**config.mk**
```make
export PLATFORM = sky130hd
export DESIGN_NAME = pm_err_counters
export DESIGN_NICKNAME = d
export VERILOG_FILES = /design/src/rtl/pm_pkg.sv /design/src/rtl/pm_cnt_slice.sv /design/src/rtl/pm_sec_flag.sv /design/src/rtl/pm_err_counters.sv
export SDC_FILE = /design/constraint.sdc
export NUM_CORES = 1
export LEC_CHECK = 0
export BUFFER_PORTS_ARGS = -buffer_cell sky130_fd_sc_hd__buf_2
export CORE_MARGIN = 4
export CORE_UTILIZATION = 45
export DETAILED_ROUTE_END_ITERATION = 8
export GPL_ROUTABILITY_DRIVEN = 0
export PLACE_DENSITY_LB_ADDON = 0.3
export SYNTH_ARGS = -nofsm -noshare
export SYNTH_HDL_FRONTEND = slang
export SYNTH_SLANG_ARGS = --single-unit
```
**constraint.sdc**
```tcl
create_clock -name clk -period 3.4 [get_ports clk]
set_input_delay 0 -clock clk [delete_from_list [all_inputs] [get_ports clk]]
set_output_delay 0 -clock clk [all_outputs]
set_load 0.01 [all_outputs]
```
**src/rtl/pm_pkg.sv**
```systemverilog
package pm_pkg;
    localparam int PM_NUM = 4;

    typedef enum logic [2:0] {
        PM_SEL_FRAME = 3'd0,
        PM_SEL_CRC   = 3'd1,
        PM_SEL_LCV   = 3'd2,
        PM_SEL_FEBE  = 3'd3,
        PM_SEL_STAT  = 3'd4
    } pm_sel_e;
endpackage

```
**src/rtl/pm_cnt_slice.sv**
```systemverilog
module pm_cnt_slice #(
    parameter int CNT_W = 16
) (
    input  logic             clk,
    input  logic             rst_n,
    input  logic             inc_i,
    input  logic             clear_i,
    input  logic             snap_i,
    output logic [CNT_W-1:0] live_o,
    output logic [CNT_W-1:0] hold_o
);
    localparam logic [CNT_W-1:0] CNT_MAX = {CNT_W{1'b1}};
    localparam logic [CNT_W-1:0] CNT_ONE = {{(CNT_W-1){1'b0}}, 1'b1};

    typedef struct packed {
        logic [CNT_W-1:0] live;
        logic [CNT_W-1:0] hold;
    } slice_t;

    slice_t st_d, st_q;
    logic [CNT_W-1:0] restart_val;

    always_comb begin
        st_d        = st_q;
        restart_val = inc_i ? CNT_ONE : '0;
        if (snap_i) begin
            st_d.hold = st_q.live;
            st_d.live = restart_val;
        end else if (clear_i) begin
            st_d.live = restart_val;
        end else if (inc_i && st_q.live != CNT_MAX) begin
            st_d.live = st_q.live + CNT_ONE;
        end
    end

    always_ff @(posedge clk) begin
        if (!rst_n) st_q <= '0;
        else        st_q <= st_d;
    end

    assign live_o = st_q.live;
    assign hold_o = st_q.hold;

    assert_no_wrap_R3: assert property (@(posedge clk) disable iff (!rst_n)
        (st_q.live == CNT_MAX && inc_i && !clear_i && !snap_i) |=> st_q.live == CNT_MAX);
    assert_clear_zero_R4: assert property (@(posedge clk) disable iff (!rst_n)
        (clear_i && !inc_i) |=> st_q.live == '0);
    assert_clear_keep_R5: assert property (@(posedge clk) disable iff (!rst_n)
        (clear_i && inc_i) |=> st_q.live == CNT_ONE);
    assert_hold_steady_R6: assert property (@(posedge clk) disable iff (!rst_n)
        !snap_i |=> $stable(st_q.hold));
    assert_restart_one_R7: assert property (@(posedge clk) disable iff (!rst_n)
        (snap_i && inc_i) |=> st_q.live == CNT_ONE);
endmodule

```
**src/rtl/pm_sec_flag.sv**
```systemverilog
module pm_sec_flag (
    input  logic clk,
    input  logic rst_n,
    input  logic set_i,
    input  logic clr_i,
    output logic flag_o
);
    typedef struct packed {
        logic flag;
    } flag_t;

    flag_t fl_d, fl_q;

    always_comb begin
        fl_d = fl_q;
        if (set_i)      fl_d.flag = 1'b1;
        else if (clr_i) fl_d.flag = 1'b0;
    end

    always_ff @(posedge clk) begin
        if (!rst_n) fl_q <= '0;
        else        fl_q <= fl_d;
    end

    assign flag_o = fl_q.flag;

    assert_flag_set_R10: assert property (@(posedge clk) disable iff (!rst_n)
        set_i |=> flag_o);
    assert_flag_clear_R10: assert property (@(posedge clk) disable iff (!rst_n)
        (clr_i && !set_i) |=> !flag_o);
endmodule

```
**src/rtl/pm_err_counters.sv**
```systemverilog
module pm_err_counters
    import pm_pkg::*;
#(
    parameter int CNT_W = 16
) (
    input  logic              clk,
    input  logic              rst_n,
    input  logic [PM_NUM-1:0] event_i,
    input  logic              sec_tick_i,
    input  logic              lof_i,
    input  logic              los_i,
    input  logic              ais_i,
    input  logic              cfg_latch_i,
    input  logic              cfg_stop_i,
    input  logic              rd_en_i,
    input  logic [2:0]        rd_addr_i,
    output logic [CNT_W-1:0]  rd_data_o,
    output logic              sec_irq_o
);
    logic                          alarm_any;
    logic                          count_ok;
    logic                          snap;
    logic                          stat_rd;
    logic [PM_NUM-1:0]             inc;
    logic [PM_NUM-1:0]             rd_clr;
    logic [PM_NUM-1:0][CNT_W-1:0]  live;
    logic [PM_NUM-1:0][CNT_W-1:0]  hold;
    logic                          sec_flag;

    assign alarm_any = lof_i | los_i | ais_i;
    assign count_ok  = !(cfg_stop_i && alarm_any);
    assign snap      = cfg_latch_i && sec_tick_i;
    assign stat_rd   = rd_en_i && (rd_addr_i == PM_SEL_STAT);

    for (genvar g = 0; g < PM_NUM; g++) begin : g_cnt
        assign inc[g]    = event_i[g] && count_ok;
        assign rd_clr[g] = rd_en_i && !cfg_latch_i && (rd_addr_i == 3'(g));

        pm_cnt_slice #(.CNT_W(CNT_W)) u_slice (
            .clk     (clk),
            .rst_n   (rst_n),
            .inc_i   (inc[g]),
            .clear_i (rd_clr[g]),
            .snap_i  (snap),
            .live_o  (live[g]),
            .hold_o  (hold[g])
        );
    end

    pm_sec_flag u_flag (
        .clk    (clk),
        .rst_n  (rst_n),
        .set_i  (sec_tick_i),
        .clr_i  (stat_rd),
        .flag_o (sec_flag)
    );

    always_comb begin
        rd_data_o = '0;
        if (rd_en_i) begin
            if (rd_addr_i < 3'(PM_NUM)) begin
                rd_data_o = cfg_latch_i ? hold[rd_addr_i[1:0]] : live[rd_addr_i[1:0]];
            end else if (rd_addr_i == PM_SEL_STAT) begin
                rd_data_o = {{(CNT_W-1){1'b0}}, sec_flag};
            end
        end
    end

    assign sec_irq_o = sec_flag;

    assert_inhibit_R8: assert property (@(posedge clk) disable iff (!rst_n)
        (cfg_stop_i && alarm_any && !sec_tick_i && !rd_en_i) |=> $stable(live));
    assert_idle_zero_R11: assert property (@(posedge clk) disable iff (!rst_n)
        !rd_en_i |-> rd_data_o == '0);
endmodule

```
Yosys cells after proc, flatten, opt, wreduce, memory -nomap -nowiden
Cells that the tools add are included.
Widths: inputs -> output; s select.
{"block": "op_classes", "n_addsub": 4, "n_lt_le_gt_ge": 2, "eq_ne": 8, "mux": 26, "bitwise": 2, "n_reduce_logical": 24}
{"op": "$mux 16", "n": 17}
{"op": "$add 16x1->16 const B", "n": 4}
{"op": "$bmux 16 s2", "n": 2}
{"op": "$ne 16x16->1 const B", "n": 4}
{"op": "$logic_and 1x1->1", "n": 16}
{"op": "$reduce_bool 3->1", "n": 4}
{"op": "$mux 1", "n": 7}
{"op": "$eq 3x2->1 const B", "n": 2}
{"op": "$eq 3x1->1 const B", "n": 1}
{"op": "$eq 3x3->1 const B", "n": 1}
{"op": "$logic_not 3->1", "n": 1}
{"op": "$lt 2x3->1 const B", "n": 1}
{"op": "$lt 3x3->1 const B", "n": 1}
{"op": "$logic_not 1->1", "n": 2}
{"op": "$or 1x1->1", "n": 2}
{"op": "$reduce_bool 2->1", "n": 1}
{"block": "word_totals", "ff_bits": 129, "inputBits": 16, "out_inout_bits": 17, "wordCells": 75}

Logic depth before layout (Yosys ltp)
Gate-level depths: netlist (run 1).
{"block": "depth", "ltp_word": 9, "ltp_mapped": 8}

Cells and area by module
Synthesis (run 1) repeated with hierarchy kept, for this count alone.
{"block": "hier_totals", "hier_cells": 729, "hier_area_um2": 7125.6}
{"module": "pm_cnt_slice", "n_inst": 4, "cells_per_inst": 158, "area_per_inst_um2": 1488.9}
{"module": "pm_err_counters", "n_inst": 1, "cells_per_inst": 94, "area_per_inst_um2": 1128.6}
{"module": "pm_sec_flag", "n_inst": 1, "cells_per_inst": 3, "area_per_inst_um2": 41.3}

Worst setup path before layout (run 1)
Ideal clock, no wire load.
{"block": "synth_path", "path_type": "register -> register", "startpoint": "reg g_cnt[0].u_slice.st_q (netlist bit g_cnt[0].u_slice.live_o[0])", "endpoint": "reg g_cnt[0].u_slice.st_q (netlist bit g_cnt[0].u_slice.live_o[13])", "t_arrival_ns": 1.626, "slack_ns": 1.647, "stages_incl_launch_ff": 9, "n_path_buf": 2, "path_cell_list": "dfxtp_1 -> ha_1 -> and3_1 -> and4bb_2 -> buf_2 -> buf_6 -> nor3_1 -> xnor2_1 -> nor2_1"}
{"block": "synth_via", "elab_chain_cells": 4}
{"element": "start, declared", "line": "pm_cnt_slice.sv:20", "text": "slice_t st_d, st_q;"}
{"element": "start signal, assigned", "line": "pm_cnt_slice.sv:38", "text": "else st_q <= st_d;"}
{"element": "$add 16x1->16", "line": "pm_cnt_slice.sv:32", "text": "st_d.live = st_q.live + CNT_ONE;"}
{"element": "$mux 16", "line": "pm_cnt_slice.sv:31", "text": "end else if (inc_i && st_q.live != CNT_MAX) begin"}
{"element": "$mux 16", "line": "pm_cnt_slice.sv:29", "text": "end else if (clear_i) begin"}
{"element": "$mux 16", "line": "pm_cnt_slice.sv:26", "text": "if (snap_i) begin"}
Parallel ways exist; a longest one is shown, timed or not. The select of a mux whose other input is x is not followed.
A chain may end at the register's enable or synchronous reset.

Final worst setup path (run 1)
{"block": "layout_path", "startpoint": "reg g_cnt[1].u_slice.st_q (netlist bit g_cnt[1].u_slice.live_o[0])", "endpoint": "reg g_cnt[1].u_slice.st_q (netlist bit g_cnt[1].u_slice.live_o[0])"}
{"block": "layout_via", "elab_chain_cells": 4}
{"element": "start, declared", "line": "pm_cnt_slice.sv:20"}
{"element": "start signal, assigned", "line": "pm_cnt_slice.sv:38"}
{"element": "$add 16x1->16", "line": "pm_cnt_slice.sv:32"}
{"element": "$mux 16", "line": "pm_cnt_slice.sv:31"}
{"element": "$mux 16", "line": "pm_cnt_slice.sv:29"}
{"element": "$mux 16", "line": "pm_cnt_slice.sv:26"}
Parallel ways exist; a longest one is shown, timed or not. The select of a mux whose other input is x is not followed.

==> results of run 1 <==
==> per-stage QoR <==
step | hold slack (ns) | std cells | total power [mW]
after global placement | 0.261 | 937 | 1.77
after floorplan | 0.136 | 763 | 1.72
after CTS | 0.0350 | 969 | 3.48
final | 0.0551 | 969 | 3.46
after global routing | 0.0883 | 969 | 3.57
after detailed placement | 0.275 | 937 | 1.77
==> sequential cells by signal (all words and copies together), names as in the netlist <==
signal	flops
g_cnt.u_slice.hold_o	64
g_cnt.u_slice.live_o	64
u_flag.flag_o	1
==> placed cells by master, fill, tap and decap left out, drive strengths merged, types with 9 or more instances in the layout <==
cell type	instances
o21ai	15
clkbuf	22
mux4	32
nand2	163
dfxtp	129
a21oi	23
nor3	13
mux2i	19
a21boi	65
and3	9
xnor2	32
nor2	66
nand4	14
buf	39
inv	10
nor4	13
nand3	26
==> critical path, stage by stage (launching register included) <==
cell	delay, ns
dfxtp_1	0.44
ha_1	0.20
and3_1	0.25
nand3_1	0.17
o21ai_1	0.65
o22ai_1	0.16
o21a_1	0.21
==> final timing paths <==
kind / startpoint / endpoint / slack, ns / depth (start not counted)
max reg2reg: g_cnt[1].u_slice.live_o[0]$_SDFFE_PN0P_ / g_cnt[1].u_slice.live_o[0]$_SDFFE_PN0P_ / 1.22 / 6
min reg2reg: g_cnt[3].u_slice.hold_o[8]$_SDFFE_PN0P_ / g_cnt[3].u_slice.hold_o[8]$_SDFFE_PN0P_ / 0.46 / 2
max: g_cnt[1].u_slice.live_o[0]$_SDFFE_PN0P_ / g_cnt[1].u_slice.live_o[0]$_SDFFE_PN0P_ / 1.22 / 6
min: rst_n / g_cnt[1].u_slice.live_o[8]$_SDFFE_PN0P_ / 0.06 / 4
==> kinds of logic after synthesis <==
logic type                 synth area share
AOI/OAI and AO/OA                     0.147
xor gates and xnor gates             0.0440
muxes                                 0.137
DFF                                   0.382
buffers and inverters                0.0396
adders and majority gates           0.00740
and+or+nand+nor                       0.244
==> where the power goes <==
part           switching (mW)  internal, mW  leakage (nW)  total (mW)
logic                   0.132        0.0735          1.22       0.206
registers              0.0165          1.52          1.04        1.54
clock network           0.630          1.08         0.265        1.71
==> per-layer routing <==
metal | vias up | part of all wire | track usage
met2 | 160 | 0.45 | 0.310
li1 | 2740 | - | -
met5 | - | 0 | 0
met3 | 38 | 0.048 | 0.0419
met4 | 0 | 0.045 | 0.125
met1 | 2639 | 0.46 | 0.283
==> area by class of cell <==
type	instances	area (sq um)	area share
repair buffers	42	255	0.0337
clock inverters	7	87.6	0.0116
clock buffers	22	454	0.0600
inverters	10	37.5	0.00496
flip-flops and latches	129	2580	0.341
well taps	184	230	0.0304
multi-input cells	575	3920	0.518
==> flow_metrics.env, run 1 <==
export IMPL_clk_path_buf_depth=2
export IMPL_setup_viol=0
export IMPL_final_setup_skew_ns=0.00728
export IMPL_ys_warn_count=0
export IMPL_nFillCells=1350
export IMPL_htreeDepth=4
export IMPL_clock_latency_ns=0.41
export IMPL_syn_inst=763
export IMPL_hpwl_microns=12100
export IMPL_drive_gt1_frac=0.149
export IMPL_synth_nets=783
export IMPL_vias=5577
export IMPL_critPathMaxFanout=12
export IMPL_ys_top_cells_by_count="162 x nand2_1, 129 x dfxtp_1, 66 x nor2_1"
export IMPL_hold_buffers=3
export IMPL_criticalPathCategory="flip-flop to flip-flop"
export IMPL_timing_final_crit_share=0.641
export IMPL_grt_pass1_vias=5275
export IMPL_antenna_found_initial=0
export IMPL_ir_drop_mv=0.368
export IMPL_ios=33
export IMPL_die_w_microns=131
export IMPL_fin_util=0.517
export IMPL_start_util=0.462
export IMPL_numCtsBuffers=17
export IMPL_yosys_top_cells_area="dfxtp_1 38%, mux4_2 10%, nand2_1 9.0%"
export IMPL_grt_start_max_net_pins=73
export IMPL_ys_ff_latch=129
export IMPL_p_leak_nw=2.53
export IMPL_antenna_cells=0
export IMPL_synth_cell_types=62
export IMPL_fin_area_sq_um=7570
export IMPL_start_kind="flip-flop"
export IMPL_fin_nets=795
export IMPL_drt_wl_total_microns=17000
export IMPL_period_needed_ns=2.18
export IMPL_cp_end_kind="flip-flop"
export IMPL_wl_per_cell_microns=17.5
export IMPL_synth_edf_count=0
export IMPL_dieArea_sq_um=17100
export IMPL_fmax_mhz=459
export IMPL_hold_viol_final=0
export IMPL_drc=0
export IMPL_dr_first_iter_drc_count=481
export IMPL_fin_tns_setup_ns=0
export IMPL_num_rows=44
export IMPL_place_ws_ns=1.25
export IMPL_grt_overflow_total=0
export IMPL_timing_slew_headroom=0.382
export IMPL_synthToLayoutAreaGrowth_pct=11.8
export IMPL_numPortBuffers=32
export IMPL_synth_main_ff_cell="dfxtp_1"
export IMPL_core_area_sq_um=14600
export IMPL_status="completed"
export IMPL_yosys_cell_count_top_type="nand2_1"
export IMPL_hold_path_class="input port to flip-flop"
export IMPL_powerDensity_nw_per_um2=457
export IMPL_synth_largest_area_cell="dfxtp_1"
export IMPL_post_cts_repair_setup_buffers=0
export IMPL_ctsResizeCount=0
export IMPL_mappedNetlistArea_sq_um=6770
export IMPL_async_flop_share=0
export IMPL_die_h_microns=131
export IMPL_maxCapViolCount=0
export IMPL_clkTransAtPathRegs_ns=0.06
export IMPL_firstDrtPassIters=5
export IMPL_post_drt_via_cell_ratio=5.76
export IMPL_synth_avg_cell_area_sq_um=8.87
export IMPL_slew_violations=0
export IMPL_worst_slew_pin_slew_ns=0.927
export IMPL_grt_setup_unrepaired="false"
export IMPL_worst_slack_ns=1.22
export IMPL_cts_tree="yes"
export IMPL_grt_first_pass_wirelength_microns=27700
export IMPL_clockRootBuffer="clkbuf_16"
export IMPL_yosysSeqAreaShare=0.382
export IMPL_dpl_cell_area_sq_um=7000
export IMPL_critPathRequiredTime_ns=3.71
export IMPL_cts_num_sinks=129
export IMPL_antenna_left=0
export IMPL_synth_top_area_frac=0.382
export IMPL_grt_total_usage=0.209
export IMPL_cp_arrival_ns=2.49
Note: power is estimated with default switching activity, not from simulation.
==> inputs of run 2 (changes only) <==
==> constraint.sdc (replaced) <==
create_clock -name clk -period 2.2 [get_ports clk]
set_input_delay 0 -clock clk [delete_from_list [all_inputs] [get_ports clk]]
set_output_delay 0 -clock clk [all_outputs]
set_load 0.01 [all_outputs]
==> flow_metrics.env, run 2 (synthesis results as in run 1) <==
export IMPL_status="completed"
export IMPL_dr_first_iter_drc_count=601
export IMPL_antenna_left=0
export IMPL_cp_arrival_ns=2.32
export IMPL_fin_nets=826
export IMPL_powerDensity_nw_per_um2=689
export IMPL_fin_area_sq_um=7820
export IMPL_final_setup_skew_ns=0.00760
export IMPL_dieArea_sq_um=17100
export IMPL_post_drt_via_cell_ratio=5.92
export IMPL_grt_start_max_net_pins=51
export IMPL_die_h_microns=131
export IMPL_rrSetupSlack_ns=0.19
export IMPL_setup_viol=0
export IMPL_r2r_end="g_cnt[2].u_slice.live_o[14]$_SDFFE_PN0P_"
export IMPL_worst_slew_pin_slew_ns=0.852
export IMPL_wl_per_cell_microns=18.1
export IMPL_swShare=0.227
export IMPL_hpwl_microns=13300
export IMPL_critPathRequiredTime_ns=2.52
export IMPL_firstDrtPassIters=5
export IMPL_fin_cells=1001
export IMPL_grt_total_usage=0.222
export IMPL_nFillCells=1332
export IMPL_critPathMaxFanout=7
export IMPL_hold_path_class="input port to flip-flop"
export IMPL_multi_input_area_sq_um=3920
export IMPL_vias=5922
export IMPL_fmax_mhz=499
export IMPL_start_util=0.462
export IMPL_cp_endpoint="g_cnt[2].u_slice.live_o[14]$_SDFFE_PN0P_"
export IMPL_grt_pass1_vias=5539
export IMPL_fin_util=0.534
export IMPL_drt_wl_total_microns=18100
export IMPL_fin_tns_setup_ns=0
export IMPL_maxCapViolCount=0
export IMPL_criticalPathCategory="flip-flop to flip-flop"
export IMPL_period_needed_ns=2.01
export IMPL_grt_first_pass_wirelength_microns=29200
export IMPL_htreeDepth=4
export IMPL_clk_path_buf_depth=2
export IMPL_core_area_sq_um=14600
export IMPL_synthToLayoutAreaGrowth_pct=15.6
export IMPL_numCtsBuffers=17
export IMPL_antenna_found_initial=0
export IMPL_power_total_mw=5.38
export IMPL_dpl_cell_area_sq_um=7230
export IMPL_timing_slew_headroom=0.432
export IMPL_hold_viol_final=0
export IMPL_cts_tree="yes"
export IMPL_clkTransAtPathRegs_ns=0.06
export IMPL_r2r_start="g_cnt[2].u_slice.live_o[0]$_SDFFE_PN0P_"
export IMPL_ir_drop_mv=0.541
export IMPL_antenna_cells=0
export IMPL_min_delay_start="rst_n"
export IMPL_cp_end_kind="flip-flop"
export IMPL_seqCellArea_sq_um=2580
export IMPL_seqPwrFrac=0.442
export IMPL_grt_overflow_total=0
export IMPL_start_kind="flip-flop"
export IMPL_ios=33
export IMPL_place_inst=968
export IMPL_p_leak_nw=2.70
export IMPL_clock_latency_ns=0.42
export IMPL_final_common_cell="nand2_1"
export IMPL_drive_gt1_frac=0.185
export IMPL_num_rows=44
export IMPL_p_comb_frac=0.063
export IMPL_cts_num_sinks=129
export IMPL_clockRootBuffer="clkbuf_16"
export IMPL_hold_depth=2
export IMPL_p_clk_frac=0.495
export IMPL_die_w_microns=131
export IMPL_drc=0
export IMPL_numPortBuffers=32
export IMPL_cp_startpoint="g_cnt[2].u_slice.live_o[0]$_SDFFE_PN0P_"
export IMPL_switchingPower_mw=1.22
export IMPL_layout_common_cells="161 x nand2_1, 129 x dfxtp_1, 66 x nor2_1"
export IMPL_timing_final_crit_share=0.911
export IMPL_grt_setup_unrepaired="false"
export IMPL_intPower_mw=4.16
export IMPL_reg2reg_depth=6
export IMPL_slew_violations=0
==> run 2: cell types whose count changed in the layout (fill, tap and decap cells not counted), sizes merged <==
cell	change
clkbuf	+3
bufinv	-1
buf	+31
clkinv	-1
==> run 2: area by class of cell <==
type,instances,share of cell area
inverters,10,0.00480
clock buffers,25,0.0646
clock inverters,5,0.00672
flip-flops and latches,129,0.330
repair buffers,73,0.0624
well taps,184,0.0294
multi-input cells,575,0.502
==> run 2: routing by layer <==
metal | GRT usage | wire length (microns) | up-vias
li1 | - | - | 2808
met1 | 0.300 | 8190 | 2877
met2 | 0.347 | 8440 | 205
met3 | 0.0565 | 1060 | 32
met4 | 0.0768 | 410 | 0
met5 | 0 | 0 | -
==> run 2: timing repair <==
item,4_1_cts,5_1_grt
hold buffers,3,0
endpoints found under the setup margin,0,3
setup buffers,0,0
hold endpoints to repair,2,0
gates resized for setup,0,1
==> run 2: metrics by stage <==
step	setup WS (ns)	hold WS, ns
CTS	0.178	0.0149
global placement	0.271	0.273
detailed placement	0.187	0.279
global route	0.0256	0.0220
finish	0.195	0.0409
floorplan	0.447	0.136
==> run 2: how the worst min path moves through the flow <==
stage / to / slack (ns)
2_1_floorplan: g_cnt[2].u_slice.live_o[0]$_SDFFE_PN0P_ / 0.14
3_3_place_gp: g_cnt[2].u_slice.live_o[0]$_SDFFE_PN0P_ / 0.27
3_5_place_dp: u_flag.flag_o$_SDFFE_PN0P_ / 0.28
4_1_cts: g_cnt[1].u_slice.live_o[0]$_SDFFE_PN0P_ / 0.01
5_1_grt: g_cnt[1].u_slice.live_o[0]$_SDFFE_PN0P_ / 0.02
6_report: g_cnt[1].u_slice.live_o[0]$_SDFFE_PN0P_ / 0.04
==> run 2: power groups by stage <==
| stage | combinational (mW) | clock [mW] | sequential (mW) |
|---|---|---|---|
| after detailed placement | 0.332 | 0 | 2.43 |
| after CTS | 0.338 | 2.71 | 2.38 |
| final | 0.340 | 2.67 | 2.38 |
| after global placement | 0.327 | 0 | 2.43 |
| after floorplan | 0.236 | 0 | 2.42 |
| after global routing | 0.369 | 2.82 | 2.38 |
==> run 2: critical path, cell delays in order, from the launching register on <==
cell and delay (ns):
dfxtp_1 0.44, ha_1 0.24, nand3_1 0.18, nor4_4 0.49
o21ai_2 0.19, a21boi_0 0.18, o21a_1 0.18
==> inputs of run 3 (changes only) <==
--- a/config.mk
+++ b/config.mk
@@ -10,6 +10,7 @@
 export CORE_UTILIZATION = 45
 export DETAILED_ROUTE_END_ITERATION = 8
 export GPL_ROUTABILITY_DRIVEN = 0
+export GPL_TIMING_DRIVEN = 0
 export PLACE_DENSITY_LB_ADDON = 0.3
 export SYNTH_ARGS = -nofsm -noshare
 export SYNTH_HDL_FRONTEND = slang
==> constraint.sdc (replaced) <==
create_clock -name clk -period 2.2 [get_ports clk]
set_input_delay 0.22 -clock clk [delete_from_list [all_inputs] [get_ports clk]]
set_output_delay 0.22 -clock clk [all_outputs]
set_load 0.01 [all_outputs]
==> flow_metrics.env, run 3 (synthesis results as in run 1) <==
export IMPL_setup_viol=0
export IMPL_final_setup_skew_ns=0.00705
export IMPL_path_cells="buf_2, buf_2, buf_2, mux4_2, mux2i_1, nor2_1, buf_2"
export IMPL_drt_wl_total_microns=19800
export IMPL_clockRootBuffer="clkbuf_16"
export IMPL_antenna_left=0
export IMPL_grt_start_max_net_pins=17
export IMPL_timing_slew_headroom=0.416
export IMPL_wl_per_cell_microns=19.6
export IMPL_grt_overflow_total=0
export IMPL_numCtsBuffers=17
export IMPL_power_total_mw=5.39
export IMPL_numPortBuffers=29
export IMPL_worst_slack_ns=0.102
export IMPL_start_util=0.462
export IMPL_ir_drop_mv=0.932
export IMPL_cts_num_sinks=129
export IMPL_p_leak_nw=2.61
export IMPL_grt_pass1_vias=5586
export IMPL_num_rows=44
export IMPL_maxCapViolCount=0
export IMPL_post_drt_via_cell_ratio=5.87
export IMPL_firstDrtPassIters=5
export IMPL_fin_nets=833
export IMPL_clkTransAtPathRegs_ns=0.05
export IMPL_period_needed_ns=2.10
export IMPL_rrSetupSlack_ns=0.17
export IMPL_clk_path_buf_depth=2
export IMPL_antenna_cells=0
export IMPL_drive_gt1_frac=0.156
export IMPL_grt_setup_unrepaired="false"
export IMPL_grt_first_pass_wirelength_microns=31300
export IMPL_worst_slew_pin_slew_ns=0.877
export IMPL_cpPeakStageDelay_ns=0.34
export IMPL_critPathMaxFanout=10
export IMPL_hold_viol_final=0
export IMPL_die_h_microns=131
export IMPL_vias=5930
export IMPL_cp_arrival_ns=1.88
export IMPL_ios=33
export IMPL_grt_total_usage=0.243
export IMPL_criticalPathCategory="input port to output port"
export IMPL_hpwl_microns=14400
export IMPL_fmax_mhz=477
export IMPL_slew_violations=0
export IMPL_dr_first_iter_drc_count=567
export IMPL_clock_latency_ns=0.42
export IMPL_start_kind="input port"
export IMPL_final_common_cell="nand2_1"
export IMPL_cpMaxStageDelayCell="buf_2"
export IMPL_hold_path_class="input port to flip-flop"
export IMPL_place_ws_ns=0.0165
export IMPL_layout_common_cells="162 x nand2_1, 129 x dfxtp_1, 66 x nor2_1"
export IMPL_core_area_sq_um=14600
export IMPL_crit_path_frequent_cell="buf_2"
export IMPL_antenna_found_initial=0
export IMPL_timing_final_crit_share=0.954
export IMPL_fin_tns_setup_ns=0
export IMPL_critPathRequiredTime_ns=1.98
export IMPL_dieArea_sq_um=17100
export IMPL_status="completed"
export IMPL_hold_buffers=0
export IMPL_powerDensity_nw_per_um2=699
export IMPL_cts_tree="yes"
export IMPL_die_w_microns=131
export IMPL_cp_end_kind="output port"
export IMPL_htreeDepth=4
export IMPL_synthToLayoutAreaGrowth_pct=13.9
export IMPL_drc=0
run 3: changes by cell type in the layout (fill, tap and decap cells not counted), sizes merged:
cell,delta
clkinv,+2
dlygate4sd3,-3
clkbuf,+22
clkinvlp,-1
buf,-11
run 3: stage by stage:
step           cells  hold slack, ns  instance area, sq um   util
2_1_floorplan    763           0.356                  6770      -
3_3_place_gp     976           0.449                  7140  0.488
3_5_place_dp     976           0.458                  7140  0.488
4_1_cts         1008          0.0729                  7690  0.525
5_1_grt         1010          0.0950                  7710  0.526
6_report        1010          0.0790                  7710  0.526
run 3: area by class of cell:
class / instances / area [sq um]
clock inverter: 6 / 55.1
inverter: 10 / 37.5
fill: 1365 / 6940
tap: 184 / 230
multi-input combinational: 575 / 3920
timing repair buffer: 31 / 160
buffer: 49 / 235
sequential: 129 / 2580
clock buffer: 26 / 489
run 3: repair_timing:
action	4_1_cts	5_1_grt
setup buffers	0	2
endpoints found under the setup margin	0	7
resized for setup	0	3
run 3: worst paths after layout:
kind	startpoint	end	depth (start not counted)
worst min register to register	g_cnt[1].u_slice.hold_o[0]$_SDFFE_PN0P_	g_cnt[1].u_slice.hold_o[0]$_SDFFE_PN0P_	2
worst max register to register	g_cnt[0].u_slice.live_o[0]$_SDFFE_PN0P_	g_cnt[0].u_slice.live_o[6]$_SDFFE_PN0P_	8
worst min-delay path	event_i[2]	g_cnt[2].u_slice.live_o[0]$_SDFFE_PN0P_	3
worst max-delay path	rd_addr_i[0]	rd_data_o[7]	7
run 3: report_power, final:
| part | total [mW] | leakage [nW] | switching (mW) | internal [mW] |
|---|---|---|---|---|
| Clock | 2.65 | 0.272 | 1.01 | 1.63 |
| Combinational | 0.361 | 1.30 | 0.241 | 0.120 |
| Sequential | 2.38 | 1.04 | 0.0245 | 2.35 |
run 3: worst max-delay path: cells and delay by family:
family	cells	cell delay (ns)
buffers and inverters	4	1.03
muxes	2	0.56
and+or+nand+nor	1	0.07
run 3: per-layer routing:
layer	share of wire	global-route usage	up-vias
met1	0.44	0.342	2790
met5	0	0	-
li1	-	-	2819
met2	0.44	0.362	275
met3	0.083	0.0593	46
met4	0.030	0.0938	0
